$ cat config.mk
export PLATFORM = sky130hd
export DESIGN_NAME = gpio_irq_ctrl
export DESIGN_NICKNAME = d
export VERILOG_FILES = /design/src/rtl/gpio_irq_pkg.sv /design/src/rtl/gpio_irq_sync.sv /design/src/rtl/gpio_irq_group.sv /design/src/rtl/gpio_irq_ctrl.sv
export SDC_FILE = /design/constraint.sdc
export NUM_CORES = 1
export LEC_CHECK = 0
export BUFFER_PORTS_ARGS = -buffer_cell sky130_fd_sc_hd__buf_2
export CAP_MARGIN = 25
export CORE_MARGIN = 2
export CORE_UTILIZATION = 60
export CTS_CLUSTER_SIZE = 20
export DETAILED_ROUTE_END_ITERATION = 8
export GPL_TIMING_DRIVEN = 1
export HOLD_SLACK_MARGIN = 0.15
export PLACE_DENSITY_LB_ADDON = 0.3
export SLEW_MARGIN = 15
export SYNTH_ARGS = -nofsm -noshare
export SYNTH_HDL_FRONTEND = slang
export SYNTH_HIERARCHICAL = 1
export SYNTH_SLANG_ARGS = --single-unit
$ cat constraint.sdc
create_clock -name clk_i -period 2.2 [get_ports clk_i]
set_input_delay 0.11 -clock clk_i [delete_from_list [all_inputs] [get_ports clk_i]]
set_output_delay 0.11 -clock clk_i [all_outputs]
set_load 0.05 [all_outputs]
$ cat src/rtl/gpio_irq_pkg.sv
package gpio_irq_pkg;
  localparam int unsigned NUM_GROUPS = 3;
  localparam int unsigned ADDR_W     = 8;

  typedef logic [ADDR_W-1:0] addr_t;

  typedef struct packed {
    addr_t mode;
    addr_t pol;
    addr_t ack;
    addr_t en;
    addr_t stat;
  } group_map_t;

  // group 0 = A, 1 = B, 2 = F
  function automatic group_map_t group_map(input int unsigned idx);
    group_map_t m;
    case (idx)
      0:       m = '{mode: 8'h90, pol: 8'h94, ack: 8'h98, en: 8'h9C, stat: 8'hA0};
      1:       m = '{mode: 8'hAC, pol: 8'hB0, ack: 8'hB4, en: 8'hB8, stat: 8'hBC};
      default: m = '{mode: 8'h4C, pol: 8'h50, ack: 8'h54, en: 8'h58, stat: 8'h5C};
    endcase
    return m;
  endfunction
endpackage

$ cat src/rtl/gpio_irq_sync.sv
module gpio_irq_sync #(
  parameter int unsigned WIDTH  = 8,
  parameter int unsigned STAGES = 2
) (
  input  logic             clk_i,
  input  logic             rst_ni,
  input  logic [WIDTH-1:0] d_i,
  output logic [WIDTH-1:0] q_o
);
  logic [STAGES-1:0][WIDTH-1:0] stage_q;

  always_ff @(posedge clk_i or negedge rst_ni) begin
    if (!rst_ni) stage_q[0] <= '0;
    else         stage_q[0] <= d_i;
  end

  for (genvar s = 1; s < STAGES; s++) begin : g_stage
    always_ff @(posedge clk_i or negedge rst_ni) begin
      if (!rst_ni) stage_q[s] <= '0;
      else         stage_q[s] <= stage_q[s-1];
    end
  end

  assign q_o = stage_q[STAGES-1];
endmodule

$ cat src/rtl/gpio_irq_group.sv
module gpio_irq_group
  import gpio_irq_pkg::*;
#(
  parameter int unsigned LINES       = 8,
  parameter int unsigned SYNC_STAGES = 2,
  parameter group_map_t  MAP         = group_map(0)
) (
  input  logic              clk_i,
  input  logic              rst_ni,
  input  logic [LINES-1:0]  pin_i,
  input  logic              wr_en_i,
  input  addr_t             addr_i,
  input  logic [LINES-1:0]  wdata_i,
  output logic [LINES-1:0]  rdata_o,
  output logic [LINES-1:0]  pend_o
);
  logic [LINES-1:0] lvl, prev_q;
  logic [LINES-1:0] mode_q, pol_q, en_q, lat_q, lat_d;
  logic [LINES-1:0] edge_hit, ack;

  gpio_irq_sync #(.WIDTH(LINES), .STAGES(SYNC_STAGES)) u_sync (
    .clk_i (clk_i),
    .rst_ni(rst_ni),
    .d_i   (pin_i),
    .q_o   (lvl)
  );

  assign edge_hit = (pol_q & lvl & ~prev_q) | (~pol_q & ~lvl & prev_q);
  assign ack      = (wr_en_i && addr_i == MAP.ack) ? wdata_i : '0;
  // set beats clear on collision
  assign lat_d    = (lat_q & ~ack) | (en_q & mode_q & edge_hit);
  assign pend_o   = en_q & ((mode_q & lat_q) | (~mode_q & ~(lvl ^ pol_q)));

  always_ff @(posedge clk_i or negedge rst_ni) begin
    if (!rst_ni) begin
      prev_q <= '0;
      lat_q  <= '0;
      mode_q <= '0;
      pol_q  <= '0;
      en_q   <= '0;
    end else begin
      prev_q <= lvl;
      lat_q  <= lat_d;
      if (wr_en_i && addr_i == MAP.mode) mode_q <= wdata_i;
      if (wr_en_i && addr_i == MAP.pol)  pol_q  <= wdata_i;
      if (wr_en_i && addr_i == MAP.en)   en_q   <= wdata_i;
    end
  end

  always_comb begin
    if      (addr_i == MAP.mode) rdata_o = mode_q;
    else if (addr_i == MAP.pol)  rdata_o = pol_q;
    else if (addr_i == MAP.en)   rdata_o = en_q;
    else if (addr_i == MAP.stat) rdata_o = pend_o;
    else                         rdata_o = '0;
  end

  p_hold_r4: assert property (@(posedge clk_i) disable iff (!rst_ni)
    1'b1 |=> ((~lat_q & $past(lat_q & ~ack)) == '0));
  p_ack_clear_r5: assert property (@(posedge clk_i) disable iff (!rst_ni)
    1'b1 |=> ((lat_q & $past(ack & ~edge_hit)) == '0));
  p_dis_no_latch_r6: assert property (@(posedge clk_i) disable iff (!rst_ni)
    1'b1 |=> ((lat_q & $past(~en_q & ~lat_q)) == '0));
  p_edge_wins_r10: assert property (@(posedge clk_i) disable iff (!rst_ni)
    1'b1 |=> ((~lat_q & $past(en_q & mode_q & edge_hit & ack)) == '0));
endmodule

$ cat src/rtl/gpio_irq_ctrl.sv
module gpio_irq_ctrl
  import gpio_irq_pkg::*;
#(
  parameter int unsigned LINES       = 8,
  parameter int unsigned SYNC_STAGES = 2
) (
  input  logic             clk_i,
  input  logic             rst_ni,
  input  logic [LINES-1:0] pin_a_i,
  input  logic [LINES-1:0] pin_b_i,
  input  logic [LINES-1:0] pin_f_i,
  input  logic             wr_en_i,
  input  logic [7:0]       addr_i,
  input  logic [LINES-1:0] wdata_i,
  output logic [LINES-1:0] rdata_o,
  output logic             irq_ab_o,
  output logic [LINES-1:0] irq_f_o
);
  logic [NUM_GROUPS-1:0][LINES-1:0] pins, rd, pend;

  assign pins = {pin_f_i, pin_b_i, pin_a_i};

  for (genvar g = 0; g < NUM_GROUPS; g++) begin : g_grp
    gpio_irq_group #(
      .LINES      (LINES),
      .SYNC_STAGES(SYNC_STAGES),
      .MAP        (group_map(g))
    ) u_grp (
      .clk_i  (clk_i),
      .rst_ni (rst_ni),
      .pin_i  (pins[g]),
      .wr_en_i(wr_en_i),
      .addr_i (addr_i),
      .wdata_i(wdata_i),
      .rdata_o(rd[g]),
      .pend_o (pend[g])
    );
  end

  always_comb begin
    rdata_o = '0;
    for (int g = 0; g < NUM_GROUPS; g++) rdata_o |= rd[g];
  end

  assign irq_ab_o = |{pend[1], pend[0]};
  assign irq_f_o  = pend[2];

  p_reset_quiet_r1: assert property (@(posedge clk_i) disable iff (!rst_ni)
    $rose(rst_ni) |-> (!irq_ab_o && irq_f_o == '0));
endmodule

# Word level (Yosys, flattened, before mapping)
# Index checks and enable logic that the tools add are counted.
[word_totals]
in_bits = 43
regBits = 168
wordCells = 126
out_inout_bits = 17
[op_classes]
n_bitwise = 62
n_eq_ne = 15
n_reduce_logical = 13
n_mux = 15
[op_table]
columns = ["cell", "count"]
rows = [
  ["bitwise AND 8 bit", 30],
  ["NOT 8 bit", 18],
  ["2-to-1 mux 8 bit", 15],
  ["OR 8 bit", 11],
  ["equality test 8 bit, second input constant", 10],
  ["equality test 8 x 7 -> 1 bit, second input constant", 5],
  ["bitwise XOR 8 bit", 3],
  ["OR reduction 16 bit", 1],
  ["logical AND 1 bit", 12],
]

# Depth between registers and ports, before layout
# Gate-level depths: netlist (run 1).
[logic_depth]
depth_word = 11
ltp_mapped = 8
mapped_depth_nobuf = 7

# Hierarchy
# The synthesis (run 1) kept the hierarchy.
[modules_own_cells]
columns = ["module", "seq_area_each_um2", "cells_per_inst", "n_inst", "area_each_um2"]
rows = [
  ["gpio_irq_group (g_grp[0].u_grp)", 1001.0, 222, 1, 2448.6],
  ["gpio_irq_group (g_grp[2].u_grp)", 1001.0, 203, 1, 2205.9],
  ["gpio_irq_group (g_grp[1].u_grp)", 1001.0, 191, 1, 2192.1],
  ["gpio_irq_sync", 400.4, 24, 3, 460.4],
  ["gpio_irq_ctrl", 0.0, 13, 1, 81.3],
]

# Worst setup path after synthesis (run 1)
# OpenSTA, ideal clock, no wires.
[synth_path]
kind = "input to register"
start = "input addr_i[1]"
end = "register g_grp[0].u_grp.en_q[0]"
setup_time_ps = 125
required_ps = 2075
slack_ps = 361
path_buffers = 2
t_arrival_ps = 1713
path_stages = 5
path_cell_list = "or4b_1 -> buf_2 -> or4_4 -> buf_6 -> mux2_4"
[synth_via]
elab_chain_cells = 2
[synth_lines]
columns = ["element", "line", "text"]
rows = [
  ["start: declaration", "gpio_irq_ctrl.sv:13", "input logic [7:0] addr_i,"],
  ["equality test 8 bit", "gpio_irq_group.sv:46", "if (wr_en_i && addr_i == MAP.en) en_q <= wdata_i;"],
  ["logical AND 1 bit", "gpio_irq_group.sv:46", ""],
  ["end signal: assignment", "gpio_irq_group.sv:46", ""],
  ["end: declaration", "gpio_irq_group.sv:18", "logic [LINES-1:0] mode_q, pol_q, en_q, lat_q, lat_d;"],
]
# No other way between the ends.
# A chain may end at the register's enable or synchronous reset.

==> metrics.log, run 1 <==
[metrics] final hold violation count: 0
[metrics] required time reported for the critical path endpoint: approximately 2.1 ns
[metrics] clock tree from TritonCTS: done
[metrics] leading post-synthesis cells by cell area: sky130_fd_sc_hd__dfrtp_1 51%, sky130_fd_sc_hd__mux2_2 9.6%, sky130_fd_sc_hd__ha_1 7.2%, sky130_fd_sc_hd__nand2_1 2.8%, sky130_fd_sc_hd__inv_1 2.3%
[metrics] Final period util: 102%
[metrics] final worst path period need: 2.25 ns
[metrics] number of buffers and inverters on the critical path: 2
[metrics] clock edge transition at the registers on the reported setup and hold paths: 0.06 ns
[metrics] Detail Route Antenna Nets: 0
[metrics] list of most frequent post-synthesis cells: 168 x sky130_fd_sc_hd__dfrtp_1, 71 x sky130_fd_sc_hd__mux2_2, 62 x sky130_fd_sc_hd__nand2_1
[metrics] failing checks: negative setup slack
[metrics] launching element type of the critical path: flop
[metrics] worst relative slew slack: between 50% and 60%
[metrics] remaining design rule violation count: 0
[metrics] Mapped Nets: 792
[metrics] number of flip-flops and latches in the synthesized netlist: 168
[metrics] overall power of the completed layout: approximately 7 mW
[metrics] maximum vdd ir drop: 0.000955 V
[metrics] antenna violations before repair: 0
[metrics] total length of routed wires: 21,000 µm
[metrics] max-slew violation count: 0
[metrics] Avg Inst Size Synth: around 12 µm²
[metrics] Pleak: 4.87 nW
[metrics] layout cells sized above 1: 40.1%
[metrics] total of max-cap violations: 0
[metrics] clock net sink count: around 170
[metrics] Iteration-0 DRC Markers: 556
[metrics] vias in the first global route: 6,316
[metrics] synth warn: 6
[metrics] global routing usage summed across all routing layers: 28.7%
[metrics] share of flip-flops with an asynchronous set or reset after synthesis: 100%
[metrics] Hold WC Path Type: in -> async
[metrics] least setup slack across all paths after layout: -0.0469 ns
[metrics] source-to-sink clock delay at the later pin of the worst-skew pair: 0.43 ns
[metrics] slowest cell delay on critical path: 0.43 ns
[metrics] type of element capturing the critical path: primary output
[metrics] CP Max Fanout: 2
[metrics] instance count after placement with tap cells included: roughly 930
[metrics] most area-hungry cell type in the Yosys netlist: sky130_fd_sc_hd__dfrtp_1
[metrics] top cell type's share of synthesized area: around half
[metrics] measured slew at the worst slew-check pin: 0.632 ns
[metrics] final HPWL from detailed placement: 13,000 µm
[metrics] maximum root-to-sink buffer count: 2
[metrics] crit-path leading delay family: simple AND/OR/NAND/NOR gates
[metrics] wire per inst: 19.9 µm
[metrics] RSZ-0062 raised after global routing: yes
[metrics] area enclosed by the die boundary: 0.0148 mm²
[metrics] cells traversed along the worst timing path: inv_1, ha_1, o21ai_1, o211ai_1, a21oi_1, or3_4, buf_8
[metrics] total area of sequential cells: 0.00420 mm²
[metrics] detailed-router iteration count before antenna repair: 6
[metrics] Port-buffer cells: 59
[metrics] count of final setup violators: 3
[metrics] clk_skew: 0.00951 ns
[metrics] Inserted Clock Buffers: 17
[metrics] Non-Filler Instances: 1,053
[metrics] ratio of total power to cell area: 671 mW/mm²
[metrics] Sum Neg Setup Slack: -0.0810 ns
[metrics] Post-Synthesis Cells: 701
[metrics] count of H-tree levels built during CTS: 4
[metrics] cell with the most instances after synthesis: sky130_fd_sc_hd__dfrtp_1
[metrics] post-detailed-route via-to-cell ratio: 5.95
[metrics] growth of design area from synthesis to finish: 28.6%
[metrics] initial standard-cell utilization of the core: between 60% and 70%
[metrics] Worst Hold Slack: ~0.20 ns
[metrics] Worst Setup Path Type: reg -> out
[metrics] Final GP Congestion: 0.855
[metrics] width of the die: 122 µm
[metrics] met1 demand-to-capacity share in global routing: 36.5%
[metrics] die boundary height: 122 µm
[metrics] number of vias in the routed layout: 6,264
[metrics] status: finished with violations
[metrics] core region area: between 0.01 and 0.015 mm²
[metrics] post-layout net count: 951
[metrics] number of flops mapped to enable cells by yosys: 0
[metrics] cell area after synthesis: 0.00831 mm²
[metrics] # IOs: 60
[metrics] global-route track usage on met2: 48.0%
[metrics] largest net degree at the start of global routing: 62
[metrics] Filler Cells Inserted: 807
[metrics] Most Crowded Layer GR: met2
[metrics] grt ovf: 0
[metrics] wire length of the first global-routing pass: 32,100 µm
[metrics] Post-synth top flop: sky130_fd_sc_hd__dfrtp_1
[metrics] area of combinational cells with multiple inputs: around 0.0041 mm²
[metrics] achievable frequency: 445 MHz
[metrics] met3 demand-to-capacity share in global routing: under 10%
[metrics] cell chosen for the clock root: sky130_fd_sc_hd__clkbuf_16
[metrics] arrival time worst endpoint: 2.14 ns
[metrics] proportion of synthesized chip area in sequential cells: roughly half
[metrics] Std-Cell Rows: 43
[metrics] post-synthesis cell type count: 55
[metrics] number of diodes: 0
[metrics] cell with the largest stage delay on the worst path: sky130_fd_sc_hd__or3_4
## report_power, final
group          internal [mW]  switching [mW]  total [mW]
combinational          0.416           0.478       0.894
clock                   1.65            1.27        2.92
sequential              3.24           0.116        3.36
total                   5.31            1.86        7.17
## what timing repair did
| action | CTS | global route |
|---|---|---|
| hold buffers | 33 | 0 |
| gates resized for setup | 73 | 39 |
| hold endpoints to repair | 190 | 0 |
| pin swaps | 29 | 51 |
| endpoints found under the setup margin | 9 | 9 |
| setup buffers | 36 | 18 |
## kinds of logic (layout without fill, tap and decap cells)
logic type	Yosys count	in the layout	share of synthesized area (%)
AO/OA/AOI/OAI	132	132	11.6
AND/OR/NAND/NOR	164	164	12.1
multiplexers	95	95	13.0
adder cells (fa/ha/maj)	48	48	7.23
flip-flops	168	168	50.6
buffers and inverters	94	266	5.56
## flip-flops by register name, summed over array words and instances, names as in the netlist
| name | cells |
|---|---|
| g_grp.u_grp/en_q | 24 |
| g_grp.u_grp/lat_q | 24 |
| g_grp.u_grp/mode_q | 24 |
| g_grp.u_grp/pol_q | 24 |
| g_grp.u_grp/prev_q | 24 |
| g_grp.u_grp/u_sync/q_o | 24 |
| g_grp.u_grp/u_sync/stage_q | 24 |
## worst reg2reg max path, stage by stage (launching register included)
cell,delay [ns]
sky130_fd_sc_hd__dfrtp_1,0.39
sky130_fd_sc_hd__buf_4,0.14
sky130_fd_sc_hd__buf_4,0.13
sky130_fd_sc_hd__ha_1,0.20
sky130_fd_sc_hd__mux2_2,0.26
sky130_fd_sc_hd__a32o_1,0.27
## cell type report
type,count,share of cell area (%)
clock buffer,19,4.24
clock inverter,13,1.25
inverter,53,1.86
multi-input combinational,439,38.1
sequential,168,39.3
tap,180,2.11
timing repair buffer,181,13.1
## stage by stage
step	setup WS, ns	utilization, %	area [µm²]
floorplan	0.361	-	8310
global placement	0.0162	64.5	8850
detailed placement	0.0378	64.5	8850
CTS	-0.0232	75.3	10300
global route	-0.120	77.9	10700
finish	-0.0469	77.9	10700
## metal layers
layer / vias up / wire length, µm / share of wire, %
met5: - / 0 / 0
met4: 0 / 622 / 3.0
met3: 46 / 1300 / 6.2
met2: 263 / 10600 / 51
met1: 3131 / 8460 / 40
li1: 2824 / - / -
## cells in the final DEF, fill, tap and decap left out, types with 4 or more instances in the layout
cell type and count:
sky130_fd_sc_hd__a22oi_1 11, sky130_fd_sc_hd__ha_1 36, sky130_fd_sc_hd__buf_2 49, sky130_fd_sc_hd__a211o_1 8, sky130_fd_sc_hd__o21ai_0 17, sky130_fd_sc_hd__a21oi_1 10
sky130_fd_sc_hd__nand4b_1 10, sky130_fd_sc_hd__inv_6 4, sky130_fd_sc_hd__nor4_4 5, sky130_fd_sc_hd__and2_1 21, sky130_fd_sc_hd__buf_4 88, sky130_fd_sc_hd__a32oi_2 5
sky130_fd_sc_hd__o21a_1 9, sky130_fd_sc_hd__nand3b_1 5, sky130_fd_sc_hd__or3_4 7, sky130_fd_sc_hd__inv_1 36, sky130_fd_sc_hd__dfrtp_1 168, sky130_fd_sc_hd__mux2_4 8
sky130_fd_sc_hd__o21ai_2 9, sky130_fd_sc_hd__mux2i_1 16, sky130_fd_sc_hd__o31ai_1 8, sky130_fd_sc_hd__ha_4 12, sky130_fd_sc_hd__nor2_1 8, sky130_fd_sc_hd__a32o_1 16
sky130_fd_sc_hd__o2111ai_2 5, sky130_fd_sc_hd__nand2b_1 10, sky130_fd_sc_hd__nand2_1 62, sky130_fd_sc_hd__dlygate4sd3_1 33, sky130_fd_sc_hd__o211ai_1 11, sky130_fd_sc_hd__and3_1 4
sky130_fd_sc_hd__a21oi_2 6, sky130_fd_sc_hd__mux2_2 71, sky130_fd_sc_hd__inv_2 15, sky130_fd_sc_hd__clkbuf_16 17, sky130_fd_sc_hd__buf_8 7
## path summary, 6_finish.rpt
kind / from / slack [ns] / end / cells past startpoint
min: rst_ni / 0.20 / g_grp[0].u_grp/prev_q[4] / 2
max in group asynchronous: rst_ni / 1.23 / g_grp[2].u_grp/lat_q[7] / 3
max reg2reg: g_grp[2].u_grp/u_sync/q_o[3] / 0.70 / g_grp[2].u_grp/lat_q[3] / 5
min reg2reg: g_grp[1].u_grp/u_sync/stage_q[2] / 0.35 / g_grp[1].u_grp/u_sync/q_o[2] / 0
max: g_grp[2].u_grp/u_sync/q_o[2] / -0.05 / rdata_o[2] / 7
min in group clk_i: wr_en_i / 0.28 / g_grp[0].u_grp/lat_q[2] / 5
(Power assumes the default switching activity.)
==> inputs of run 2 (changes only) <==
- GPL_ROUTABILITY_DRIVEN: default -> 0
- SKIP_LAST_GASP: default -> 1
==> run 2 against run 1 <==
- the flow still finishes with violations (negative setup slack)
- routed wire length is 0.51% lower
- total power about the same
- worst hold slack better by 0.021 ns
- die area is the same
- sequential share of layout area down 0.078 points
- final cell count about the same
- largest cell class unchanged
- largest power group unchanged
==> metrics.log, run 2 (synthesis results as in run 1) <==
[metrics] Final period util: 103%
[metrics] clk_skew: roughly 0.0075 ns
[metrics] type of element capturing the critical path: primary output
[metrics] arrival time worst endpoint: ~2.2 ns
[metrics] crit-path leading delay family: simple AND/OR/NAND/NOR gates
[metrics] largest net degree at the start of global routing: slightly below 60
[metrics] CP Max Fanout: 2
[metrics] number of vias in the routed layout: about 6.3k
[metrics] vias in the first global route: about 6.4k
[metrics] final hold violation count: 0
[metrics] origin of the worst setup path: g_grp[1].u_grp/u_sync/q_o[2]
[metrics] part of the total power dissipated in the clock network: 40.6%
[metrics] detailed-router iteration count before antenna repair: 5
[metrics] achievable frequency: between 400 and 500 MHz
[metrics] final worst path period need: 2.26 ns
[metrics] number of buffers and inverters on the critical path: 2
[metrics] initial standard-cell utilization of the core: 60.6%
[metrics] ratio of total power to cell area: 670 mW/mm²
[metrics] Filler Cells Inserted: 825
[metrics] antenna violations before repair: 0
[metrics] Port-buffer cells: 59
[metrics] Non-Filler Instances: 1,054
[metrics] core region area: 0.0137 mm²
[metrics] area of combinational cells with multiple inputs: 0.00408 mm²
[metrics] Pint: 5.33 mW
[metrics] die boundary height: 122 µm
[metrics] Hold WC Path Type: in -> async
[metrics] Iteration-0 DRC Markers: 507
[metrics] overall power of the completed layout: 7.17 mW
[metrics] Inserted Clock Buffers: 17
[metrics] area enclosed by the die boundary: 0.0148 mm²
[metrics] measured slew at the worst slew-check pin: approximately 0.64 ns
[metrics] layout cells sized above 1: 40.5%
[metrics] cell with the largest stage delay on the worst path: sky130_fd_sc_hd__or3_4
[metrics] max-slew violation count: 0
[metrics] Reg power frac: between 40% and 50%
[metrics] grt ovf: 0
[metrics] launching element type of the critical path: flop
[metrics] slowest cell delay on critical path: 0.43 ns
[metrics] clock tree from TritonCTS: done
[metrics] reg2reg start: g_grp[2].u_grp/u_sync/q_o[3]
[metrics] Pleak: 4.86 nW
[metrics] Worst Setup Path Type: reg -> out
[metrics] status: finished with violations
[metrics] total of max-cap violations: 0
[metrics] Switching Share: 25.6%
[metrics] Std-Cell Rows: 43
[metrics] maximum vdd ir drop: 0.000873 V
[metrics] worst relative slew slack: 57.3%
[metrics] most frequent cells in the layout: 168 x sky130_fd_sc_hd__dfrtp_1, 88 x sky130_fd_sc_hd__buf_4, 71 x sky130_fd_sc_hd__mux2_2
[metrics] total length of routed wires: around 21,000 µm
[metrics] required time reported for the critical path endpoint: 2.09 ns
[metrics] failing checks: negative setup slack
[metrics] wire per inst: 19.8 µm
[metrics] cells traversed along the worst timing path: inv_2, ha_4, nand2b_1, o211a_1, o221ai_2, a221oi_2, or3_4, buf_8
[metrics] total area of sequential cells: 0.00420 mm²
[metrics] global routing usage summed across all routing layers: 28.8%
[metrics] Gate power share: 12.5%
[metrics] count of final setup violators: 4
[metrics] width of the die: about 120 µm
[metrics] clock edge transition at the registers on the reported setup and hold paths: 0.06 ns
[metrics] switching power of the nets: 1.84 mW
[metrics] most frequent standard cell in the layout excluding fill and tap cells: sky130_fd_sc_hd__dfrtp_1
[metrics] maximum root-to-sink buffer count: 2
[metrics] cell chosen for the clock root: sky130_fd_sc_hd__clkbuf_16
[metrics] least setup slack across all paths after layout: -0.0603 ns
[metrics] count of H-tree levels built during CTS: 4
[metrics] number of diodes: 0
[metrics] source-to-sink clock delay at the later pin of the worst-skew pair: 0.43 ns
[metrics] growth of design area from synthesis to finish: 28.8%
[metrics] post-detailed-route via-to-cell ratio: 6.00
[metrics] RSZ-0062 raised after global routing: yes
[metrics] remaining design rule violation count: 0
[metrics] # IOs: 60
[metrics] instance count after placement with tap cells included: 932
[metrics] clock net sink count: 168
[metrics] final HPWL from detailed placement: 13,000 µm
[metrics] Detail Route Antenna Nets: 0
[metrics] post-layout net count: about 950
[metrics] wire length of the first global-routing pass: 32,300 µm
## run 2: cell types whose count changed in the layout (fill, tap and decap cells not counted), sizes merged
cell	previous run	this run
buf	148	149
clkbuf	19	22
clkinv	6	3
## run 2: path summary, 6_finish.rpt
path / endpoint / slack (ns) / depth (start not counted)
max: rdata_o[2] / -0.06 / 8
min reg2reg: g_grp[1].u_grp/u_sync/q_o[6] / 0.35 / 0
max in group asynchronous: g_grp[1].u_grp/lat_q[2] / 1.25 / 3
min: g_grp[0].u_grp/u_sync/q_o[1] / 0.22 / 2
min in group clk_i: g_grp[0].u_grp/lat_q[7] / 0.28 / 5
max reg2reg: g_grp[2].u_grp/lat_q[3] / 0.69 / 5
## run 2: repair_timing
action,in CTS,in global routing
cloned,0,0
hold buffers,33,0
gates resized for setup,63,52
setup endpoints to repair,9,9
setup buffers,41,16
pin swaps,29,46
hold endpoints to repair,207,0
## run 2: cell type report
cell class              count  area share [%]
multi-input cells         439            38.1
clock buffers              22            4.43
repair buffers            182            13.3
flip-flops and latches    168            39.3
inverters                  53            1.86
well taps                 180            2.10
clock inverters            10           0.982
## run 2: per-stage QoR
step           instance area, µm²  worst slack [ns]  util, %  TNS [ns]  hold slack [ns]
2_1_floorplan                8310             0.361        -         0           -0.186
3_3_place_gp                 8850            0.0228     64.5         0            0.103
3_5_place_dp                 8850            0.0217     64.5         0            0.109
4_1_cts                     10300           -0.0344     75.1   -0.0786            0.221
5_1_grt                     10700            -0.127     78.0    -0.537            0.261
6_report                    10700           -0.0603     78.0   -0.0800            0.218
## run 2: layer usage
metal	vias to the layer above	part of all wire [%]	global-route usage, %
met5	-	0	0
li1	2822	-	-
met2	242	51	48.4
met4	0	3.1	12.5
met1	3199	40	36.4
met3	63	6.0	5.81
## run 2: power groups by stage
stage | registers, mW | logic, mW | clock network, mW
2_1_floorplan | 3.37 | 0.397 | 0
3_5_place_dp | 3.42 | 0.629 | 0
5_1_grt | 3.37 | 0.969 | 3.10
6_report | 3.36 | 0.898 | 2.91
4_1_cts | 3.35 | 0.801 | 2.96
3_3_place_gp | 3.41 | 0.603 | 0
